`src/rtl/fdc_pkg.sv`:
```
// Package: shared types for the fractional divide controller.
// Assumes: nothing beyond the standard language.
package fdc_pkg;

    // Which modulus the dual-modulus divider uses in a cycle.
    typedef enum logic {
        MOD_BASE  = 1'b0,
        MOD_PLUS1 = 1'b1
    } mod_sel_e;

endpackage

```
`src/rtl/fdc_accum.sv`:
```
// Module: fdc_accum
// The first-order phase accumulator. On each clock it adds the fraction
// word to the residue, keeps the residue modulo 2^FRAC_W and registers
// the overflow. It also hands out the next-cycle modulus select, so the
// divide register downstream lines up with the registered carry.
// Assumes: synchronous active-low reset; inputs are stable at the edge.
module fdc_accum
    import fdc_pkg::*;
#(
    parameter int FRAC_W = 24
) (
    input  logic              clk,
    input  logic              rst_n,
    input  logic [FRAC_W-1:0] frac_i,
    output logic [FRAC_W-1:0] residue_o,
    output logic              carry_o,
    output mod_sel_e          sel_nxt_o
);

    localparam int SUM_W = FRAC_W + 1;

    logic [SUM_W-1:0] sum_w;

    // Widened sum: the top bit is the overflow past full scale.
    always_comb begin
        sum_w = {1'b0, residue_o} + {1'b0, frac_i};
    end

    // Map the overflow to a modulus choice for the divide register.
    always_comb begin
        sel_nxt_o = sum_w[SUM_W-1] ? MOD_PLUS1 : MOD_BASE;
    end

    // Residue and carry registers; reset clears both.
    always_ff @(posedge clk) begin
        if (!rst_n) begin
            residue_o <= '0;
            carry_o   <= 1'b0;
        end else begin
            residue_o <= sum_w[FRAC_W-1:0];
            carry_o   <= sum_w[SUM_W-1];
        end
    end

endmodule

```
`src/rtl/fdc_modsel.sv`:
```
// Module: fdc_modsel
// The divide-value register. It loads N, or N+1 when the select asks
// for the larger modulus. The output is one bit wider than N, so N+1
// never wraps. Reset forces the plain N.
// Assumes: sel_i is the select for the same edge's accumulation.
module fdc_modsel
    import fdc_pkg::*;
#(
    parameter int INT_W = 8
) (
    input  logic           clk,
    input  logic           rst_n,
    input  logic [INT_W-1:0] n_i,
    input  mod_sel_e       sel_i,
    output logic [INT_W:0] div_o
);

    localparam int DIV_W = INT_W + 1;

    logic [DIV_W-1:0] n_wide;
    logic [DIV_W-1:0] n_plus1;

    // Zero-extend N and form N+1 at full output width.
    always_comb begin
        n_wide  = {1'b0, n_i};
        n_plus1 = n_wide + DIV_W'(1);
    end

    // Register the chosen modulus; reset selects N.
    always_ff @(posedge clk) begin
        if (!rst_n) begin
            div_o <= n_wide;
        end else begin
            div_o <= (sel_i == MOD_PLUS1) ? n_plus1 : n_wide;
        end
    end

endmodule

```
`src/rtl/fdc_divctl.sv`:
```
// Module: fdc_divctl (top)
// The per-reference-cycle divide controller for a fractional-N
// synthesizer. It joins the phase accumulator to the divide register
// and exports divide value, carry and residue, all updated on the same edge.
// Assumes: clk is the reference clock; rst_n is synchronous, active low.
module fdc_divctl
    import fdc_pkg::*;
#(
    parameter int FRAC_W = 24,
    parameter int INT_W  = 8
) (
    input  logic              clk,
    input  logic              rst_n,
    input  logic [INT_W-1:0]  n_int,
    input  logic [FRAC_W-1:0] frac_word,
    output logic [INT_W:0]    div_out,
    output logic              mod_carry,
    output logic [FRAC_W-1:0] phase_res
);

    mod_sel_e sel_nxt;

    // Phase accumulator: residue, carry and the next modulus select.
    fdc_accum #(.FRAC_W(FRAC_W)) u_accum (
        .clk       (clk),
        .rst_n     (rst_n),
        .frac_i    (frac_word),
        .residue_o (phase_res),
        .carry_o   (mod_carry),
        .sel_nxt_o (sel_nxt)
    );

    // Divide register: N or N+1.
    fdc_modsel #(.INT_W(INT_W)) u_modsel (
        .clk   (clk),
        .rst_n (rst_n),
        .n_i   (n_int),
        .sel_i (sel_nxt),
        .div_o (div_out)
    );

endmodule

```
`config.mk`:
```
export PLATFORM = sky130hd
export DESIGN_NAME = fdc_divctl
export DESIGN_NICKNAME = d
export VERILOG_FILES = /design/src/rtl/fdc_pkg.sv /design/src/rtl/fdc_accum.sv /design/src/rtl/fdc_modsel.sv /design/src/rtl/fdc_divctl.sv
export SDC_FILE = /design/constraint.sdc
export NUM_CORES = 1
export LEC_CHECK = 0
export ABC_AREA = 1
export BUFFER_PORTS_ARGS = -buffer_cell sky130_fd_sc_hd__buf_2
export CAP_MARGIN = 10
export CORE_MARGIN = 2
export CORE_UTILIZATION = 49
export CTS_CLUSTER_DIAMETER = 80
export DETAILED_ROUTE_END_ITERATION = 8
export GPL_ROUTABILITY_DRIVEN = 0
export PLACE_DENSITY = 0.76
export SLEW_MARGIN = 20
export SYNTH_ARGS = -nofsm -noshare
export SYNTH_HDL_FRONTEND = slang
export SYNTH_SLANG_ARGS = --single-unit
```
`constraint.sdc`:
```
create_clock -name clk -period 1.85 [get_ports clk]
set_input_delay 0.2775 -clock clk [delete_from_list [all_inputs] [get_ports clk]]
set_output_delay 0.2775 -clock clk [all_outputs]
set_load 0.02 [all_outputs]
```
==> results_dict.tcl, run 1 <==
set metrics [dict create \
    status "complete, no violations" \
    yosysMostFrequentCell "nand2_1" \
    startpoint "u_accum.residue_o[0]" \
    regToRegSetupSlack_ns 0.07 \
    clk_pin_slew_ns 0.08 \
    antenna_cells 0 \
    drive_gt1_frac 0.2808 \
    syn_area_um2 2670 \
    path_max_fanout 3 \
    end_kind "register" \
    htree_levels 2 \
    area_growth_pct 34.16 \
    syn_inst 435 \
    seqCellArea_um2 681.9 \
    drc 0 \
    synth_edf_count 0 \
    total_power_uw 4760 \
    fillers 456 \
    avgSynthCellArea_um2 6.138 \
    ant_nets 0 \
    hold-worst-slack_ns 0.1949 \
    rows 26 \
    clockBufferDepth 2 \
    period_needed_ns 1.785 \
    worstHoldPathType "in -> reg" \
    dieArea_um2 6056 \
    peakVddDrop_mv 0.6461 \
    drt_wl_total_mm 7.358 \
    cts_buffers 5 \
    grt_pass1_wl_mm 11.14 \
    num_vias 3065 \
    clock_latency_ns 0.29 \
    reg2reg_from "u_accum.residue_o[0]" \
    powerDensity_nw_per_um2 1329 \
    hold_start "n_int[7]" \
    synthTopCellsByArea "dfxtp_1 (25%), nand2_1 (22%), ha_1 (12%)" \
    max_freq_mhz 560.3 \
    synth_area_leader_cell "dfxtp_1" \
    drtIter0Drc 185 \
    yosys.cell_types.count 30 \
    ios 68 \
    netlist.area_leader.share 0.2549 \
    setup_tns_ns 0 \
    design_area_um2 3582 \
    yosys-top-cells-count "nand2_1 (155), inv_1 (67), nor2_1 (37)" \
    clockRootBuffer "clkbuf_8" \
    max_stage_delay_ns 0.40 \
    dpl_cell_area_um2 3184 \
    port_buffers 67 \
    start_kind "register" \
    crit_type "reg -> reg" \
    final_max_slew_viol_count 0 \
    layout_setup_ws_ns 0.06528 \
    antenna_found_initial 0 \
    fin_crit_sh 0.9647 \
    nets 586 \
    slowest_stage "fa_2" \
    reg2reg_depth 10 \
    clock_skew_ns 0.004794 \
    synth_sequential_area_ratio 0.2549 \
    rsz0062_at_grt "true" \
    async_flop_share 0 \
    cp_data_arrival_time_ns 1.96 \
    initial_core_util 0.5162 \
    critPathCapture "u_accum.residue_o[8]" \
    grt.total_usage 0.2287 \
    yosys_warnings 0 \
    relSlewSlack 0.5506 \
    pre_cts_ws_ns -0.1036 \
    cts_sinks 34 \
    multiInputGateArea_um2 1971 \
    die_y_um 77.82 \
    overflow 0 \
    crit_top_cell "nand2_2" \
    post-dp-hpwl_mm 5.483 \
    worstPathRequired_ns 2.03 \
    grt_pass1_vias 2711 \
    hold_viol 0 \
    crit_chain "ha_4 -> fa_2 -> nand2_2 -> nand2_2 -> nand3_2 -> nand2_4 -> buf_6 -> buf_4 -> o21ai_0 -> a21oi_1" \
    grt_max_degree 35 \
    synth_nets 495 \
    synth-main-ff-cell "dfxtp_1" \
    core_area_um2 5172 \
    avgRoutedWirePerCell_um 12.32 \
    worst_pin_slew_ns 0.6742 \
    die_w_um 77.82 \
    power.leakage_uw 0.001993 \
    maxCapViolCount 0 \
    drt_first_pass_iters 4 \
    setup_violations 0 \
    r2r_end "u_accum.residue_o[8]" \
    viasPerCell 5.134 \
    cts_tree "built" \
    synth-seq-cells 34 \
]
power breakdown:
group	switching [uW]	internal (uW)	leakage (uW)
combinational	1820	1210	0.00166
clock	314	300	0.0000472
sequential	157	953	0.000284
sequential cells by signal (all words and copies together) (netlist names):
| name | cells |
|---|---|
| u_accum.residue_o | 24 |
| u_accum.carry_o | 1 |
| u_modsel.div_o | 9 |
layer usage:
metal / share of wire / vias to the layer above / global-route usage / routed length, um
met1: 0.42 / 1393 / 0.2712 / 3100
met3: 0.067 / 18 / 0.05000 / 492
met2: 0.49 / 101 / 0.3948 / 3580
met5: 0 / - / 0 / 0
li1: - / 1553 / - / -
met4: 0.025 / 0 / 0.09821 / 184
worst max-delay path, delay by kind of cell, from the launching register on:
family                     cells  cell delay (ns)
and+or+nand+nor                4             0.30
AOI/OAI and AO/OA              2             0.20
DFF                            1             0.34
buffers and inverters          2             0.25
adders and majority gates      2             0.56
final cells by class:
| cell class | count | share of cell area |
|---|---|---|
| Clock inverter | 2 | 0.003493 |
| Inverter | 68 | 0.07195 |
| Timing Repair Buffer | 87 | 0.1366 |
| Clock buffer | 6 | 0.02305 |
| Multi-Input combinational cell | 330 | 0.5501 |
| Tap cell | 70 | 0.02445 |
| Sequential cell | 34 | 0.1904 |
kinds of logic (layout without fill, tap and decap cells):
group	count (synthesis)	after routing	share of synthesized area
DFF	34	34	0.2549
xor gates and xnor gates	3	3	0.009842
AOI/OAI and AO/OA	52	52	0.1068
buffers and inverters	72	163	0.1026
adders and majority gates	26	26	0.1246
and+or+nand+nor	248	249	0.4011
worst min path at each step:
| stage | to | slack, ns | cells after the start |
|---|---|---|---|
| after floorplan | u_modsel.div_o[2] | 0.38 | 2 |
| after global routing | u_modsel.div_o[7] | 0.23 | 3 |
| after detailed placement | u_modsel.div_o[7] | 0.50 | 3 |
| final | u_modsel.div_o[7] | 0.19 | 3 |
| after global placement | u_modsel.div_o[7] | 0.50 | 3 |
| after CTS | u_modsel.div_o[7] | 0.19 | 3 |
placed cells by master (no fill, tap or decap), types with 6 or more instances in the layout:
cell      count
nand4_1      11
dfxtp_1      33
buf_2        67
inv_1        66
a21oi_2       6
ha_1         11
nor2_1       37
o21ai_0      10
ha_4         14
nand2_2      15
nand3_1      17
buf_4        19
a21oi_1      27
clkbuf_8      6
nand2_1     145
stage by stage:
step / util / cells
final: 0.6926 / 597
after global routing: 0.6926 / 597
after CTS: 0.6352 / 590
after detailed placement: 0.6156 / 582
after global placement: 0.6156 / 582
after floorplan: - / 435
what timing repair did:
action                     in CTS  in global routing
pin swaps                       1                 18
gates resized for setup         2                 42
hold buffers                    0                  0
setup endpoints to repair       4                 21
gates cloned                    0                  1
setup buffers                   0                  6
hold endpoints to repair        0                  0
(Power assumes the default switching activity.)
==> run 2, diff against run 1 <==
==> constraint.sdc (replaced) <==
create_clock -name clk -period 1.85 [get_ports clk]
set_input_delay 0.185 -clock clk [delete_from_list [all_inputs] [get_ports clk]]
set_output_delay 0.185 -clock clk [all_outputs]
set_load 0.02 [all_outputs]
==> run 2 against run 1 <==
Hold slack got worse by 0.081 ns. Global-route usage fell by 0.73 points. Sequential power barely moved. Sequential share of layout area rose by 0.60 points. Highest routed layer unchanged.
==> results_dict.tcl, run 2 (synthesized netlist as in run 1, its figures left out) <==
set metrics [dict create \
    status "complete, no violations" \
    grt_pass1_wl_mm 10.92 \
    antenna_found_initial 0 \
    die_w_um 77.82 \
    cts_hold_buf 0 \
    num_vias 2944 \
    end_kind "register" \
    clk_pin_slew_ns 0.08 \
    startpoint "u_accum.residue_o[16]" \
    grt_use_met2 0.3750 \
    crit_type "reg -> reg" \
    worst_pin_slew_ns 0.6452 \
    start_kind "register" \
    die_y_um 77.82 \
    final_cell_mix "nand2_1 (148), inv_1 (67), buf_2 (67)" \
    layout_setup_ws_ns 0.05097 \
    relSlewSlack 0.5698 \
    rsz0062_at_grt "true" \
    clock_skew_ns 0.01273 \
    post-dp-hpwl_mm 5.281 \
    antenna_cells 0 \
    reg_top3 "u_accum.residue_o x24, u_modsel.div_o x9, u_accum.carry_o x1" \
    power.leakage_uw 0.001959 \
    setup_violations 0 \
    path_max_fanout 5 \
    drtIter0Drc 155 \
    nets 575 \
    htree_levels 2 \
    p_clk_frac 0.118 \
    pwr-share-seq 0.241 \
    drive_gt1_frac 0.2544 \
    final_max_slew_viol_count 0 \
    busiest_layer "met2" \
    drt_wl_total_mm 6.886 \
    area_growth_pct 30.04 \
    ios 68 \
    hold-worst-slack_ns 0.1143 \
    setup_tns_ns 0 \
    gr-usage-met1 0.2699 \
    grt_max_degree 35 \
    dieArea_um2 6056 \
    peakVddDrop_mv 0.6451 \
    p_int_uw 2346 \
    avgRoutedWirePerCell_um 11.77 \
    viasPerCell 5.032 \
    final_util 0.6713 \
    clockBufferDepth 2 \
    top_register "u_accum.residue_o" \
    final_common_cell "nand2_1" \
    worstHoldPathType "in -> reg" \
    period_needed_ns 1.799 \
    regToRegSetupSlack_ns 0.05 \
    pwr-share-comb 0.641 \
    powerDensity_nw_per_um2 1315 \
    place_inst 573 \
    drc 0 \
    fin_crit_sh 0.9725 \
    fillers 464 \
    pre_cts_ws_ns -0.03121 \
    overflow 0 \
    p_switching_uw 2219 \
    worstPathRequired_ns 2.05 \
    cts_tree "built" \
    port_buffers 67 \
    clock_latency_ns 0.29 \
    cts_sinks 34 \
    core_area_um2 5172 \
    max_freq_mhz 555.9 \
    cts_buffers 5 \
    grt.total_usage 0.2214 \
    grt_pass1_vias 2655 \
    met3_usage 0.04767 \
    hold_viol 0 \
    drt_first_pass_iters 4 \
    clockRootBuffer "clkbuf_8" \
    reg2reg_from "u_accum.residue_o[16]" \
    initial_core_util 0.5162 \
    ant_nets 0 \
    largest_register_ffs 24 \
    reg2reg_depth 10 \
    r2r_end "u_accum.residue_o[22]" \
    fin_cells 585 \
    critPathCapture "u_accum.residue_o[22]" \
    maxCapViolCount 0 \
    rows 26 \
    cp_data_arrival_time_ns 2.00 \
    p_sw_frac 0.4862 \
]
## run 2: cell count changes in the layout (fill, tap and decap cells not counted), sizes merged
cell / before / now
clkinvlp: 1 / 0
buf: 87 / 76
inv: 68 / 67
clkbuf: 6 / 5
clkinv: 1 / 3
## run 2: area by class of cell
cell class	count	area, um2	area share
Sequential cell	34	681.9	0.1964
Inverter	68	256.5	0.07387
Tap cell	70	87.58	0.02523
Clock buffer	5	68.82	0.01982
Multi-Input combinational cell	330	1964	0.5658
Clock inverter	2	10.01	0.002883
Timing Repair Buffer	76	402.9	0.1160
## run 2: what timing repair did
item | 4_1_cts | 5_1_grt
gates cloned | 1 | 0
endpoints found under the setup margin | 3 | 24
setup buffers | 0 | 4
resized for setup | 2 | 38
pin swaps | 3 | 6
## run 2: stage by stage
stage / cell area (um2) / power, uW
after floorplan: 2674 / 2942
after global placement: 3117 / 3565
after detailed placement: 3117 / 3602
after CTS: 3212 / 4174
after global routing: 3472 / 4942
final: 3472 / 4565
## run 2: how the worst min path moves through the flow
stage	cells after the start	startpoint	slack, ns	endpoint
global placement	3	n_int[7]	0.41	u_modsel.div_o[7]
global route	3	n_int[7]	0.12	u_modsel.div_o[7]
floorplan	2	n_int[2]	0.29	u_modsel.div_o[2]
finish	3	n_int[7]	0.11	u_modsel.div_o[7]
detailed placement	3	n_int[7]	0.41	u_modsel.div_o[7]
CTS	3	n_int[7]	0.11	u_modsel.div_o[7]
## run 2: worst max-delay path, stage by stage (launching register included)
cell	delay [ns]
dfxtp_1	0.36
ha_4	0.32
nand2_1	0.12
inv_1	0.12
nand2_1	0.08
nor3_1	0.25
nand3_1	0.18
nand3_1	0.13
nand2_1	0.06
inv_1	0.05
nor2_1	0.04
## run 2: power by group through the flow
stage | clock, uW | combinational, uW | sequential [uW]
2_1_floorplan | 0 | 1600 | 1340
3_3_place_gp | 0 | 2500 | 1060
3_5_place_dp | 0 | 2530 | 1070
4_1_cts | 555 | 2560 | 1060
5_1_grt | 575 | 3240 | 1120
6_report | 540 | 2930 | 1100
## run 2: routing by layer
metal | wire, um | vias up
met5 | 0 | -
met4 | 138 | 0
met3 | 386 | 12
met2 | 3312 | 84
met1 | 3049 | 1308
li1 | - | 1540
==> run 3, diff against run 2 <==
Settings changed: CORE_UTILIZATION 49 to 30, CTS_CLUSTER_SIZE set to 12, PLACE_DENSITY 0.76 to 0.5.
==> run 3 against run 2 <==
Sequential share of layout area down 0.81 points. Maximum frequency up 2.6%. Register-to-register slack better by 0.05 ns. Hold slack worse by 0.011 ns. Via count fell by 1.2%. Non-clock buffer count increased by 6. Cell count is 7.7% higher. Clock power rose by 35%. Combinational power up 3%. Count of clock-buffer cells in the layout did not move. Power increased by 6.0%. Setup slack better by 0.046 ns.
==> results_dict.tcl, run 3 (synthesized netlist as in run 1, its figures left out) <==
set metrics [dict create \
    post-dp-hpwl_mm 6.044 \
    dieArea_um2 9671 \
    wl_met3_um 447 \
    wl_met1_mm 3.634 \
    peakVddDrop_mv 0.4816 \
    p_clk_frac 0.151 \
    end_kind "register" \
    hold-worst-slack_ns 0.1033 \
    crit_family "simple AND/OR/NAND/NOR gates" \
    clockRootBuffer "clkbuf_8" \
    p_int_uw 2527 \
    ant_nets 0 \
    cts_tree "built" \
    area_growth_pct 35.66 \
    max_freq_mhz 570.5 \
    core_area_um2 8678 \
    rsz0062_at_grt "true" \
    worstPathRequired_ns 2.05 \
    powerDensity_nw_per_um2 1335 \
    top_register "u_accum.residue_o" \
    fin_cells 630 \
    slowest_stage "fa_2" \
    design_area_um2 3622 \
    pwr-share-comb 0.624 \
    hold_viol 0 \
    rows 34 \
    die_w_um 98.34 \
    fillers 968 \
    worst_pin_slew_ns 0.3306 \
    grt.total_usage 0.1611 \
    clk_pin_slew_ns 0.08 \
    clockBufferDepth 2 \
    place_inst 617 \
    status "complete, no violations" \
    grt_pass1_vias 2960 \
    num_vias 2909 \
    drc 0 \
    route.met2.wl_mm 3.385 \
    cts_buffers 5 \
    crit_type "reg -> reg" \
    p_switching_uw 2310 \
    clock_latency_ns 0.30 \
    crit_chain "ha_4 -> fa_2 -> nand2_2 -> nand2_4 -> nand3_2 -> nand2_2 -> nand2_4 -> nand3_4 -> buf_6 -> nand4_1 -> nand2_1" \
    max_stage_delay_ns 0.40 \
    final_max_slew_viol_count 0 \
    cts_sinks 34 \
    period_needed_ns 1.753 \
    clock_skew_ns 0.005612 \
    avgRoutedWirePerCell_um 12.12 \
    die_y_um 98.34 \
    final_common_cell "nand2_1" \
    top_layer_used "met4" \
    overflow 0 \
    final_cell_mix "nand2_1 (141), inv_1 (67), buf_2 (67)" \
    relSlewSlack 0.7796 \
    worst-path-buf-inv 1 \
    port_buffers 67 \
    antenna_found_initial 0 \
    path_max_fanout 5 \
    cp_data_arrival_time_ns 1.96 \
    drt_first_pass_iters 4 \
    drtIter0Drc 82 \
    maxCapViolCount 0 \
    htree_levels 2 \
    reg_top3 "u_accum.residue_o x24, u_modsel.div_o x9, u_accum.carry_o x1" \
    largest_register_ffs 24 \
    drive_gt1_frac 0.2874 \
    power.leakage_uw 0.001992 \
    drt_wl_total_mm 7.635 \
    setup_violations 0 \
    viasPerCell 4.617 \
    multiInputGateArea_um2 1966 \
    worstHoldPathType "in -> reg" \
    initial_core_util 0.3077 \
    nets 581 \
    seqCellArea_um2 681.9 \
    ios 68 \
    dpl_cell_area_um2 3222 \
    grt_max_degree 21 \
    antenna_cells 0 \
    fin_crit_sh 0.9475 \
    grt_pass1_wl_mm 12.79 \
    pwr-share-seq 0.225 \
    p_sw_frac 0.4776 \
    start_kind "register" \
]
## run 3: changes by cell type in the layout (fill, tap and decap cells not counted), sizes merged
| cell | before | now |
|---|---|---|
| clkinv | 3 | 0 |
| buf | 76 | 82 |
| bufinv | 0 | 1 |
| inv | 67 | 68 |
| clkinvlp | 0 | 2 |
## run 3: worst paths after layout
kind                        start              endpoint  slack [ns]  cells after the start
min reg2reg  u_accum.residue_o[0]  u_accum.residue_o[0]        0.57                      3
max          u_accum.residue_o[0]     u_modsel.div_o[2]         0.1                     11
max reg2reg  u_accum.residue_o[0]     u_modsel.div_o[2]         0.1                     11
min                      n_int[7]     u_modsel.div_o[7]        0.10                      3
## run 3: power by group through the flow
stage          sequential, uW  clock (uW)  combinational [uW]
6_report                 1090         730                3020
5_1_grt                  1120         785                3410
4_1_cts                  1060         757                2700
3_5_place_dp             1080           0                2650
3_3_place_gp             1070           0                2640
2_1_floorplan            1340           0                1600
## run 3: stage by stage
| stage | total power, uW | setup TNS (ns) | util | setup slack [ns] |
|---|---|---|---|---|
| final | 4837 | 0 | 0.4174 | 0.09711 |
| after global routing | 5313 | -0.06836 | 0.4174 | -0.03064 |
| after CTS | 4517 | 0 | 0.3871 | 0.03371 |
| after detailed placement | 3729 | -0.1467 | 0.3713 | -0.08796 |
| after global placement | 3710 | -0.04542 | 0.3713 | -0.04542 |
| after floorplan | 2942 | 0 | - | 0.02137 |
## run 3: cell type report
cell class | instances | share of cell area
inverter | 68 | 0.07116
multi-input combinational | 330 | 0.5427
clock buffer | 5 | 0.01900
tap | 108 | 0.03731
clock inverter | 3 | 0.01244
timing repair buffer | 82 | 0.1292
sequential | 34 | 0.1883
## run 3: worst min-delay path, cell delays in order
cell     delay, ns
buf_2         0.10
nand2_1       0.05
nand2_1       0.04
## run 3: per-layer routing
metal / GRT usage / up-vias
met1: 0.2145 / 1275
met4: 0.06322 / 0
li1: - / 1544
met5: 0 / -
met3: 0.03293 / 13
met2: 0.2559 / 77
## run 3: what timing repair did
action | CTS | global route
hold buffers | 0 | 0
endpoints found under the setup margin | 4 | 21
setup buffers | 0 | 4
resized for setup | 3 | 49
pin swaps | 2 | 8
cloned | 1 | 0
